## src/rtl/adcseq_pkg.sv

```systemverilog
package adcseq_pkg;
  // One step nibble, most significant field first.
  typedef struct packed {
    logic temp;
    logic irq_en;
    logic last;
    logic diff;
  } step_cfg_t;

  typedef enum logic {ST_IDLE, ST_WAIT} seq_state_t;
endpackage

```

## src/rtl/adcseq_ctrl.sv

```systemverilog
module adcseq_ctrl
  import adcseq_pkg::*;
#(
  parameter int STEPS = 4,
  parameter int RES_W = 10,
  localparam int CH_W = (STEPS > 1) ? $clog2(STEPS) : 1
) (
  input  logic               clk,
  input  logic               rst,
  input  logic [4*STEPS-1:0] cfg,
  input  logic               trig,
  input  logic               conv_done,
  input  logic [RES_W-1:0]   conv_data,
  output logic               conv_req,
  output logic               conv_temp,
  output logic               conv_diff,
  output logic [CH_W-1:0]    conv_chan,
  output logic               busy,
  output logic               wr_en,
  output logic [RES_W-1:0]   wr_data,
  output logic [STEPS-1:0]   step_irq
);
  localparam logic [CH_W-1:0] LAST_IDX = CH_W'(STEPS - 1);
  localparam logic [CH_W-1:0] IDX_ONE  = CH_W'(1);
  localparam logic [STEPS-1:0] IRQ_ONE = STEPS'(1);

  step_cfg_t        steps [STEPS];
  seq_state_t       state;
  logic [CH_W-1:0]  idx;
  logic [CH_W-1:0]  nxt;
  step_cfg_t        cur;
  logic             is_last;

  for (genvar g = 0; g < STEPS; g++) begin : g_unpack
    assign steps[g] = step_cfg_t'(cfg[4*g +: 4]);
  end

  assign cur     = steps[idx];
  assign nxt     = idx + IDX_ONE;
  assign is_last = cur.last || (idx == LAST_IDX);
  assign busy    = (state == ST_WAIT);

  always_ff @(posedge clk) begin
    if (rst) begin
      state     <= ST_IDLE;
      idx       <= '0;
      conv_req  <= 1'b0;
      conv_temp <= 1'b0;
      conv_diff <= 1'b0;
      conv_chan <= '0;
      wr_en     <= 1'b0;
      wr_data   <= '0;
      step_irq  <= '0;
    end else begin
      conv_req <= 1'b0;
      wr_en    <= 1'b0;
      step_irq <= '0;
      unique case (state)
        ST_IDLE: begin
          if (trig) begin
            state     <= ST_WAIT;
            idx       <= '0;
            conv_req  <= 1'b1;
            conv_temp <= steps[0].temp;
            conv_diff <= steps[0].diff;
            conv_chan <= '0;
          end
        end
        ST_WAIT: begin
          if (conv_done) begin
            wr_en   <= 1'b1;
            wr_data <= conv_data;
            if (cur.irq_en) step_irq <= IRQ_ONE << idx;
            if (is_last) begin
              state <= ST_IDLE;
            end else begin
              idx       <= nxt;
              conv_req  <= 1'b1;
              conv_temp <= steps[nxt].temp;
              conv_diff <= steps[nxt].diff;
              conv_chan <= nxt;
            end
          end
        end
      endcase
    end
  end
endmodule

```

## src/rtl/adcseq_fifo.sv

```systemverilog
module adcseq_fifo #(
  parameter int W     = 10,
  parameter int DEPTH = 4,
  localparam int AW   = $clog2(DEPTH)
) (
  input  logic          clk,
  input  logic          rst,
  input  logic          wr_en,
  input  logic [W-1:0]  wr_data,
  input  logic          rd_en,
  output logic [W-1:0]  rd_data,
  output logic [AW-1:0] head,
  output logic [AW-1:0] tail,
  output logic          empty,
  output logic          full,
  output logic          ovf_evt,
  output logic          unf_evt
);
  localparam logic [AW:0]   FULL_CNT = (AW+1)'(DEPTH);
  localparam logic [AW:0]   CNT_ONE  = (AW+1)'(1);
  localparam logic [AW-1:0] PTR_TOP  = AW'(DEPTH - 1);
  localparam logic [AW-1:0] PTR_ONE  = AW'(1);

  logic [W-1:0] mem [DEPTH];
  logic [AW:0]  cnt;
  logic         do_rd;
  logic         do_wr;

  assign empty   = (cnt == '0);
  assign full    = (cnt == FULL_CNT);
  assign do_rd   = rd_en && !empty;
  assign do_wr   = wr_en && (!full || do_rd);
  assign ovf_evt = wr_en && !do_wr;
  assign unf_evt = rd_en && empty;

  // Memory array without reset so it maps to block RAM.
  always_ff @(posedge clk) begin
    if (do_wr) mem[head] <= wr_data;
  end

  always_ff @(posedge clk) begin
    if (rst)        rd_data <= '0;
    else if (do_rd) rd_data <= mem[tail];
  end

  always_ff @(posedge clk) begin
    if (rst) begin
      head <= '0;
      tail <= '0;
      cnt  <= '0;
    end else begin
      if (do_wr) head <= (head == PTR_TOP) ? '0 : head + PTR_ONE;
      if (do_rd) tail <= (tail == PTR_TOP) ? '0 : tail + PTR_ONE;
      unique case ({do_wr, do_rd})
        2'b10:   cnt <= cnt + CNT_ONE;
        2'b01:   cnt <= cnt - CNT_ONE;
        default: cnt <= cnt;
      endcase
    end
  end
endmodule

```

## src/rtl/adcseq_flags.sv

```systemverilog
module adcseq_flags #(
  parameter int NFLAG = 2
) (
  input  logic             clk,
  input  logic             rst,
  input  logic [NFLAG-1:0] evt,
  input  logic [NFLAG-1:0] clr,
  output logic [NFLAG-1:0] flag
);
  for (genvar i = 0; i < NFLAG; i++) begin : g_sticky
    always_ff @(posedge clk) begin
      if (rst)         flag[i] <= 1'b0;
      else if (evt[i]) flag[i] <= 1'b1;
      else if (clr[i]) flag[i] <= 1'b0;
    end
  end
endmodule

```

## src/rtl/adcseq_top.sv

```systemverilog
module adcseq_top #(
  parameter int STEPS = 4,
  parameter int RES_W = 10,
  parameter int DEPTH = 4,
  parameter int CH_W  = 2
) (
  input  logic               clk,
  input  logic               rst,
  input  logic [4*STEPS-1:0] ctl_word,
  input  logic               trig,
  output logic               conv_req,
  output logic               conv_temp,
  output logic               conv_diff,
  output logic [CH_W-1:0]    conv_chan,
  input  logic               conv_done,
  input  logic [RES_W-1:0]   conv_data,
  output logic               busy,
  output logic [STEPS-1:0]   step_irq,
  input  logic               rd_en,
  output logic [RES_W-1:0]   rd_data,
  output logic [15:0]        status,
  output logic               ovf_flag,
  output logic               unf_flag,
  input  logic               ovf_clr,
  input  logic               unf_clr
);
  localparam int AW = $clog2(DEPTH);
  localparam int PW = 4;

  logic             wr_en;
  logic [RES_W-1:0] wr_data;
  logic [AW-1:0]    head;
  logic [AW-1:0]    tail;
  logic             empty;
  logic             full;
  logic             ovf_evt;
  logic             unf_evt;
  logic [1:0]       flags;

  adcseq_ctrl #(.STEPS(STEPS), .RES_W(RES_W)) u_ctrl (
    .clk(clk), .rst(rst), .cfg(ctl_word), .trig(trig),
    .conv_done(conv_done), .conv_data(conv_data),
    .conv_req(conv_req), .conv_temp(conv_temp), .conv_diff(conv_diff),
    .conv_chan(conv_chan), .busy(busy), .wr_en(wr_en), .wr_data(wr_data),
    .step_irq(step_irq)
  );

  adcseq_fifo #(.W(RES_W), .DEPTH(DEPTH)) u_fifo (
    .clk(clk), .rst(rst), .wr_en(wr_en), .wr_data(wr_data), .rd_en(rd_en),
    .rd_data(rd_data), .head(head), .tail(tail), .empty(empty), .full(full),
    .ovf_evt(ovf_evt), .unf_evt(unf_evt)
  );

  adcseq_flags #(.NFLAG(2)) u_flags (
    .clk(clk), .rst(rst),
    .evt({unf_evt, ovf_evt}), .clr({unf_clr, ovf_clr}), .flag(flags)
  );

  assign ovf_flag = flags[0];
  assign unf_flag = flags[1];
  assign status   = {3'b000, full, 3'b000, empty,
                     {(PW-AW){1'b0}}, head, {(PW-AW){1'b0}}, tail};
endmodule

```

## config.mk

```make
export PLATFORM = sky130hd
export DESIGN_NAME = adcseq_top
export DESIGN_NICKNAME = d
export VERILOG_FILES = /design/src/rtl/adcseq_pkg.sv /design/src/rtl/adcseq_ctrl.sv /design/src/rtl/adcseq_fifo.sv /design/src/rtl/adcseq_flags.sv /design/src/rtl/adcseq_top.sv
export SDC_FILE = /design/constraint.sdc
export NUM_CORES = 1
export LEC_CHECK = 0
export ABC_AREA = 1
export BUFFER_PORTS_ARGS = -buffer_cell sky130_fd_sc_hd__buf_2
export CORE_MARGIN = 2
export CORE_UTILIZATION = 30
export CTS_BUF_LIST = sky130_fd_sc_hd__clkbuf_8
export DETAILED_ROUTE_END_ITERATION = 16
export PLACE_DENSITY_LB_ADDON = 0.15
export SETUP_SLACK_MARGIN = 0.15
export SYNTH_ARGS = -nofsm -noshare
export SYNTH_HDL_FRONTEND = slang
export SYNTH_SLANG_ARGS = --single-unit
export TNS_END_PERCENT = 10
```

## constraint.sdc

```tcl
create_clock -name clk -period 1.8 [get_ports clk]
set_input_delay 0.36 -clock clk [delete_from_list [all_inputs] [get_ports clk]]
set_output_delay 0.36 -clock clk [all_outputs]
set_load 0.03 [all_outputs]
```

==> run metrics, run 1 <==
Pwr per Cell Area 1290 nW/um^2; dpl hpwl 4918 um; #FFs+latches synth 80; worst-case vdd ir drop 0.5082 mV; Total Negative Setup Slacks 0 ns; TritonCTS clock tree done; YS warnings 0; vias per cell 4.326; Leak Pwr 1.700 nW; reg-to-reg critical path endpoint u_fifo.cnt[2]; port bufs 60; Worst-Skew Late Latency 0.35 ns; commonest non-fill, non-tap cell in the layout nor2_1; Placer Congestion 0.7096; WL final 7065 um; CTS Sinks 80; Worst Skew 0.01281 ns; Setup CP Type reg2out; Hold WC Path Type in2reg; vias in the first global route 2202; status finished clean; final hold violation count 0; RSZ-0062 raised after global routing no; # nets final 461; clk root buf clkbuf_8; Max Cap Viol 0; # IOs 71; slack of the worst reg-to-reg path 0.29 ns; worst endpoint data arrival time 1.20 ns; reg2reg start u_fifo.cnt[2]; die width 110.0 um; most frequent cells in the layout 78 x nor2_1, 60 x buf_2, 40 x edfxtp_1, 39 x dfxtp_1, 31 x o21ai_0; worst r2r path cells 10; Synth Cell Area 3368 um^2; WHS Endpoint u_flags.flag[1]; period utilization 0.8688; critical path required time 1.44 ns; post-synth top area share 0.3566; GRT overflow 0; total CTS buffers 9; share of cells above drive strength 1 0.2518; leading cell types by total area after synthesis edfxtp_1 36%, dfxtp_1 24%, nor2_1 8.7%; Mean Syn Cell Area 9.515 um^2; Critical Path Start Type register; Vias 2444; Area after DPL 3812 um^2; num rows 38; global-route wire length before repair 10920 um; First-pass DRT Iterations 4; die area 12090 um^2; largest net degree at the start of global routing 24; design area 4008 um^2; fmax 0.6394 GHz; Clock transition at path regs 0.08 ns; initial antenna violation count 0; fill count 1146; number of DRC violations after detailed-routing iteration 0 106; Synth area leader edfxtp_1; Tot GR Track Use 0.1219; Max clock buf depth 2; Pins Over Slew Limit 0; Post-Syn Instances 354; drt wl/cell 12.50 um; CORE AREA 10890 um^2; ant diodes 0; min cycle time layout 1.564 ns; Seq/Total Area, Yosys 0.5944; Setup crit end kind output port; Area growth syn-to-layout 18.98%; # DRC 0; Hold Path Cell Cnt 4; Max FO, Critical Path 3; HP Start unf_clr; Final setup viols 0; die height 110.0 um; Yosys cell types 26; Final ANT Viol Nets 0; Starting Density 0.3094; # H-tree levels 3
-- report_power, final --
group | internal, W | switching, W
registers | 0.00210 | 0.000101
clock network | 0.000640 | 0.000661
logic | 0.000524 | 0.00114
total | 0.00326 | 0.00190
-- final cells by class --
cell class              count  area, um^2  share of cell area
well taps                 140       175.2             0.04371
clock inverters             6       70.07             0.01748
clock buffers               9       123.9             0.03091
repair buffers             73       397.9             0.09928
inverters                  31       121.4             0.03028
flip-flops and latches     80        2003              0.4998
multi-input cells         226        1116              0.2785
-- critical path, stage by stage, from the launching register on --
cell     delay [ns]
dfxtp_2        0.33
nor2_2         0.13
nand2_1        0.11
inv_2          0.08
buf_2          0.20
-- timing repair --
action | in CTS | in global routing
setup buffers | 0 | 0
hold buffers | 0 | 0
setup endpoints to repair | 0 | 1
resized for setup | 0 | 1
-- sequential cells by signal (all words and copies together) (netlist names) --
register and flops:
u_ctrl.busy 1, u_ctrl.conv_diff 1, u_ctrl.conv_req 1, u_ctrl.conv_temp 1, u_ctrl.idx 2, u_ctrl.step_irq 4, u_ctrl.wr_data 10, u_ctrl.wr_en 1
u_fifo.cnt 3, u_fifo.head 2, u_fifo.mem 40, u_fifo.rd_data 10, u_fifo.tail 2, u_flags.flag 2
-- stage by stage --
step                      setup slack, ns  instances  hold WS (ns)  power [W]    util
after floorplan                    0.1686        363        0.4291   0.003507       -
after global placement             0.2789        550        0.4492   0.003918  0.3501
after detailed placement           0.2668        550        0.4550   0.003933  0.3501
after CTS                          0.2031        565        0.2388   0.005241  0.3680
after global routing               0.1524        565        0.2559   0.005519  0.3681
final                              0.2361        565        0.2550   0.005168  0.3681
-- cells in the mapped netlist --
cell type and number:
a21oi_1 17, buf_1 1, buf_2 4, buf_4 14, buf_6 1, clkbuf_1 6
conb_1 1, dfxtp_1 40, edfxtp_1 40, fa_1 1, ha_1 6, inv_1 25
inv_2 5, inv_6 1, nand2_1 28, nand2_2 4, nand2_4 4, nand3_1 14
nand3_2 2, nand3_4 1, nand4_1 2, nor2_1 78, nor2_2 1, o21ai_0 31
o21ai_1 16, o22ai_1 11
-- how the worst max path moves through the flow --
stage / start / endpoint / slack (ns) / cells after the start
after global placement: rd_en / u_fifo.cnt[2] / 0.28 / 9
after global routing: u_fifo.cnt[2] / u_fifo.cnt[2] / 0.15 / 11
final: u_fifo.cnt[0] / status[12] / 0.24 / 4
after floorplan: u_fifo.head[0] / u_fifo.mem[3][0] / 0.17 / 3
after CTS: u_fifo.cnt[0] / status[12] / 0.20 / 4
after detailed placement: rd_en / u_fifo.cnt[2] / 0.27 / 9
-- kinds of logic after synthesis --
| group | synth area share |
|---|---|
| and+or+nand+nor | 0.1764 |
| AOI/OAI and AO/OA | 0.1155 |
| buffers and inverters | 0.08432 |
| other | 0.001113 |
| DFF | 0.5944 |
| adders and majority gates | 0.02823 |
-- metal layers --
metal | share of wire | track usage | vias up
met5 | 0 | 0 | -
met4 | 0.014 | 0.05154 | 0
met3 | 0.047 | 0.03142 | 9
met2 | 0.46 | 0.1854 | 44
met1 | 0.48 | 0.1640 | 1103
li1 | - | - | 1288
(Power assumes the default switching activity.)
==> run 2, diff against run 1 <==
- ABC_AREA: 1 -> default
- CORE_UTILIZATION: 30 -> 56
==> run 2 against run 1 <==
Routed wire length decreased by 17%. Hold slack got worse by 0.0010 ns. Cell count decreased by 28%. Largest cell class unchanged. Flip-flop and latch count unchanged. Register-to-register slack got worse by 0.18 ns. Clock power increased by 5%. Via count decreased by 13%. Clock-buffer cell count unchanged. Fmax decreased by 7.5%. Die area decreased by 47%. Utilization increased by 32 points. Synthesized area decreased by 3.5%.
==> run metrics, run 2 <==
#FFs+latches synth 80 (unchanged); Max clock buf depth 2 (unchanged); slew margin rel. 0.6588; period utilization 0.9397 (was 0.8688); Net Sw Frac 0.3032 (was 0.3683); CP Launch Point u_fifo.cnt[2] (was u_fifo.cnt[0]); Post CTS Setup Buffer Count 0 (unchanged); die width 80.21 um (was 110.0 um); Pins Over Slew Limit 0 (unchanged); global-route wire length before repair 9259 um (was 10920 um); vias per cell 5.199 (was 4.326); TritonCTS clock tree done (unchanged); worst-case vdd ir drop 0.6969 mV (was 0.5082 mV); Area growth syn-to-layout 18.62% (was 18.98%); RSZ-0062 raised after global routing yes (was no); Total Negative Setup Slacks 0 ns (unchanged); GRT overflow 0 (unchanged); Final setup viols 0 (unchanged); Placer Congestion 0.7250 (was 0.7096); Synth area leader edfxtp_1 (unchanged); num rows 27 (was 38); largest net degree at the start of global routing 29 (was 24); Worst Skew 0.006983 ns (was 0.01281 ns); Seq/Total Area, Yosys 0.6156 (was 0.5944); Post-Syn Instances 267 (was 354); CORE AREA 5574 um^2 (was 10890 um^2); Tot GR Track Use 0.1962 (was 0.1219); leading cell types by total area after synthesis edfxtp_1 37%, dfxtp_1 25%, mux4_2 7.6% (was edfxtp_1 36%, dfxtp_1 24%, nor2_1 8.7%); status finished clean (unchanged); Vias 2116 (was 2444); WL met3 278 um (was 335 um); Worst-Skew Late Latency 0.34 ns (was 0.35 ns); post-synth top area share 0.3694 (was 0.3566); post-route setup slack 0.1085 ns (was 0.2361 ns); worst r2r path cells 6 (was 10); fill count 405 (was 1146); Largest regs u_fifo.mem: 40 flops, u_ctrl.wr_data: 10 flops, u_fifo.rd_data: 10 flops (unchanged); critical path required time 2.03 ns (was 1.44 ns); Synth Cell Area 3252 um^2 (was 3368 um^2); die area 6433 um^2 (was 12090 um^2); die height 80.21 um (was 110.0 um); most frequent cell after synthesis nand2_1 (was nor2_1); port bufs 60 (unchanged); FFs w/ async S/R, synth 0 (unchanged); CTS Sinks 80 (unchanged); # H-tree levels 3 (unchanged); Clock transition at path regs 0.07 ns (was 0.08 ns); number of flops mapped to enable cells by yosys 40 (unchanged); reg2reg start u_fifo.cnt[2] (unchanged); ant diodes 0 (unchanged); share of cells above drive strength 1 0.3433 (was 0.2518); worst endpoint data arrival time 1.92 ns (was 1.20 ns); Hold WC Path Type in2reg (unchanged); internal cell power 0.003372 W (was 0.003265 W); Yosys cell types 43 (was 26); Mean Syn Cell Area 12.18 um^2 (was 9.515 um^2); number of DRC violations after detailed-routing iteration 0 76 (was 106); # IOs 71 (unchanged); Starting Density 0.5834 (was 0.3094); max reg flops 40 (unchanged); Top Metal Used met4 (unchanged); First-pass DRT Iterations 4 (unchanged); Comb power frac 0.271 (was 0.322); most frequent cells in the layout 59 x buf_2, 46 x nand2_1, 40 x edfxtp_1, 35 x dfxtp_1, 27 x a21oi_1 (was 78 x nor2_1, 60 x buf_2, 40 x edfxtp_1, 39 x dfxtp_1, 31 x o21ai_0); DR WL met2 2758 um (was 3228 um); drt wl/cell 14.35 um (was 12.50 um); Slew @ Worst Pin 0.5118 ns; Setup CP Type reg2reg (was reg2out); dominant synthesized flop cell edfxtp_1 (unchanged); min cycle time layout 1.692 ns (was 1.564 ns); Critical Path Start Type register (unchanged); Setup crit end kind register (was output port); Max Cap Viol 0 (unchanged); commonest non-fill, non-tap cell in the layout buf_2 (was nor2_1); Final ANT Viol Nets 0 (unchanged); Leak Pwr 1.505 nW (was 1.700 nW); # DRC 0 (unchanged); Largest Register u_fifo.mem (unchanged); worst slack at placement 0.0005340 ns (was 0.2668 ns); Max FO, Critical Path 7 (was 3); WL final 5842 um (was 7065 um); final hold violation count 0 (unchanged); initial antenna violation count 0 (unchanged); reg-to-reg critical path endpoint u_fifo.cnt[2] (unchanged); total CTS buffers 9 (unchanged); YS warnings 0 (unchanged); metal1 wirelength 2710 um (was 3401 um); Critical path destination u_fifo.cnt[2] (was status[12]); vias in the first global route 1947 (was 2202); slack of the worst reg-to-reg path 0.11 ns (was 0.29 ns); Pwr per Cell Area 1254 nW/um^2 (was 1290 nW/um^2); sequential fraction of design power 0.448 (was 0.426); Post-synth top cells 46 x nand2_1, 40 x dfxtp_1, 40 x edfxtp_1 (was 78 x nor2_1, 40 x dfxtp_1, 40 x edfxtp_1); clock share of power 0.281 (was 0.252); NetSw 0.001467 W (was 0.001903 W); fmax 0.5912 GHz (was 0.6394 GHz); dpl hpwl 4199 um (was 4918 um); clk root buf clkbuf_8 (unchanged); # nets final 370 (was 461)
==> run 2: worst min path at each step <==
stage	to	slack (ns)	depth (start not counted)	start
2_1_floorplan	u_ctrl.wr_en	0.46	1	rst
3_3_place_gp	u_fifo.rd_data[5]	0.44	2	u_fifo.rd_data[5]
3_5_place_dp	u_fifo.rd_data[9]	0.44	2	u_fifo.rd_data[9]
4_1_cts	u_ctrl.step_irq[1]	0.24	3	ctl_word[6]
5_1_grt	u_ctrl.wr_data[1]	0.25	3	conv_data[1]
6_report	u_ctrl.step_irq[1]	0.25	3	ctl_word[6]
==> run 2: layer usage <==
metal  GRT usage  vias up
li1            -     1049
met1      0.2644     1006
met2      0.3025       53
met3     0.04831        8
met4     0.08644        0
met5           0        -
==> run 2: layout make-up <==
type	count	area, um^2	share of cell area
Tap cell	72	90.09	0.02335
Clock buffer	9	123.9	0.03211
Inverter	4	15.01	0.003892
Sequential cell	80	2016	0.5225
Timing Repair Buffer	69	382.9	0.09925
Clock inverter	7	86.33	0.02238
Multi-Input combinational cell	166	1144	0.2965
==> run 2: cells by family after synthesis <==
kind of cell	Yosys count	synth area share
AO/OA/AOI/OAI	40	0.07234
adder cells (fa/ha/maj)	7	0.02924
flip-flops	80	0.6156
AND/OR/NAND/NOR	91	0.1316
other	1	0.001153
buffers and inverters	30	0.05117
multiplexers	18	0.09888
==> run 2: repair_timing <==
action | in CTS | in global routing
endpoints found under the setup margin | 34 | 45
hold buffers | 0 | 0
pin swaps | 0 | 4
resized for setup | 1 | 10
==> run 2: stage by stage <==
| step | hold WS, ns | cells | cell area (um^2) | util | total power (W) |
|---|---|---|---|---|---|
| global placement | 0.4413 | 391 | 3616 | 0.6487 | 0.003447 |
| CTS | 0.2357 | 407 | 3827 | 0.6866 | 0.004841 |
| finish | 0.2540 | 407 | 3857 | 0.6920 | 0.004839 |
| global route | 0.2488 | 407 | 3857 | 0.6920 | 0.005105 |
| floorplan | 0.4555 | 276 | 3297 | - | 0.003194 |
| detailed placement | 0.4441 | 391 | 3616 | 0.6487 | 0.003478 |
==> run 2: worst max-delay path, stage by stage (launching register included) <==
cell	delay, ns
dfxtp_4	0.38
o31a_1	0.16
nand2b_1	0.09
fa_2	0.34
nor3b_1	0.14
a21oi_1	0.14
mux2_2	0.34
==> run 2: power groups by stage <==
stage               clock network, W  registers [W]  logic (W)
floorplan                          0        0.00238   0.000811
global placement                   0        0.00219    0.00125
detailed placement                 0        0.00220    0.00128
CTS                          0.00140        0.00216    0.00128
global route                 0.00147        0.00219    0.00144
finish                       0.00136        0.00217    0.00131
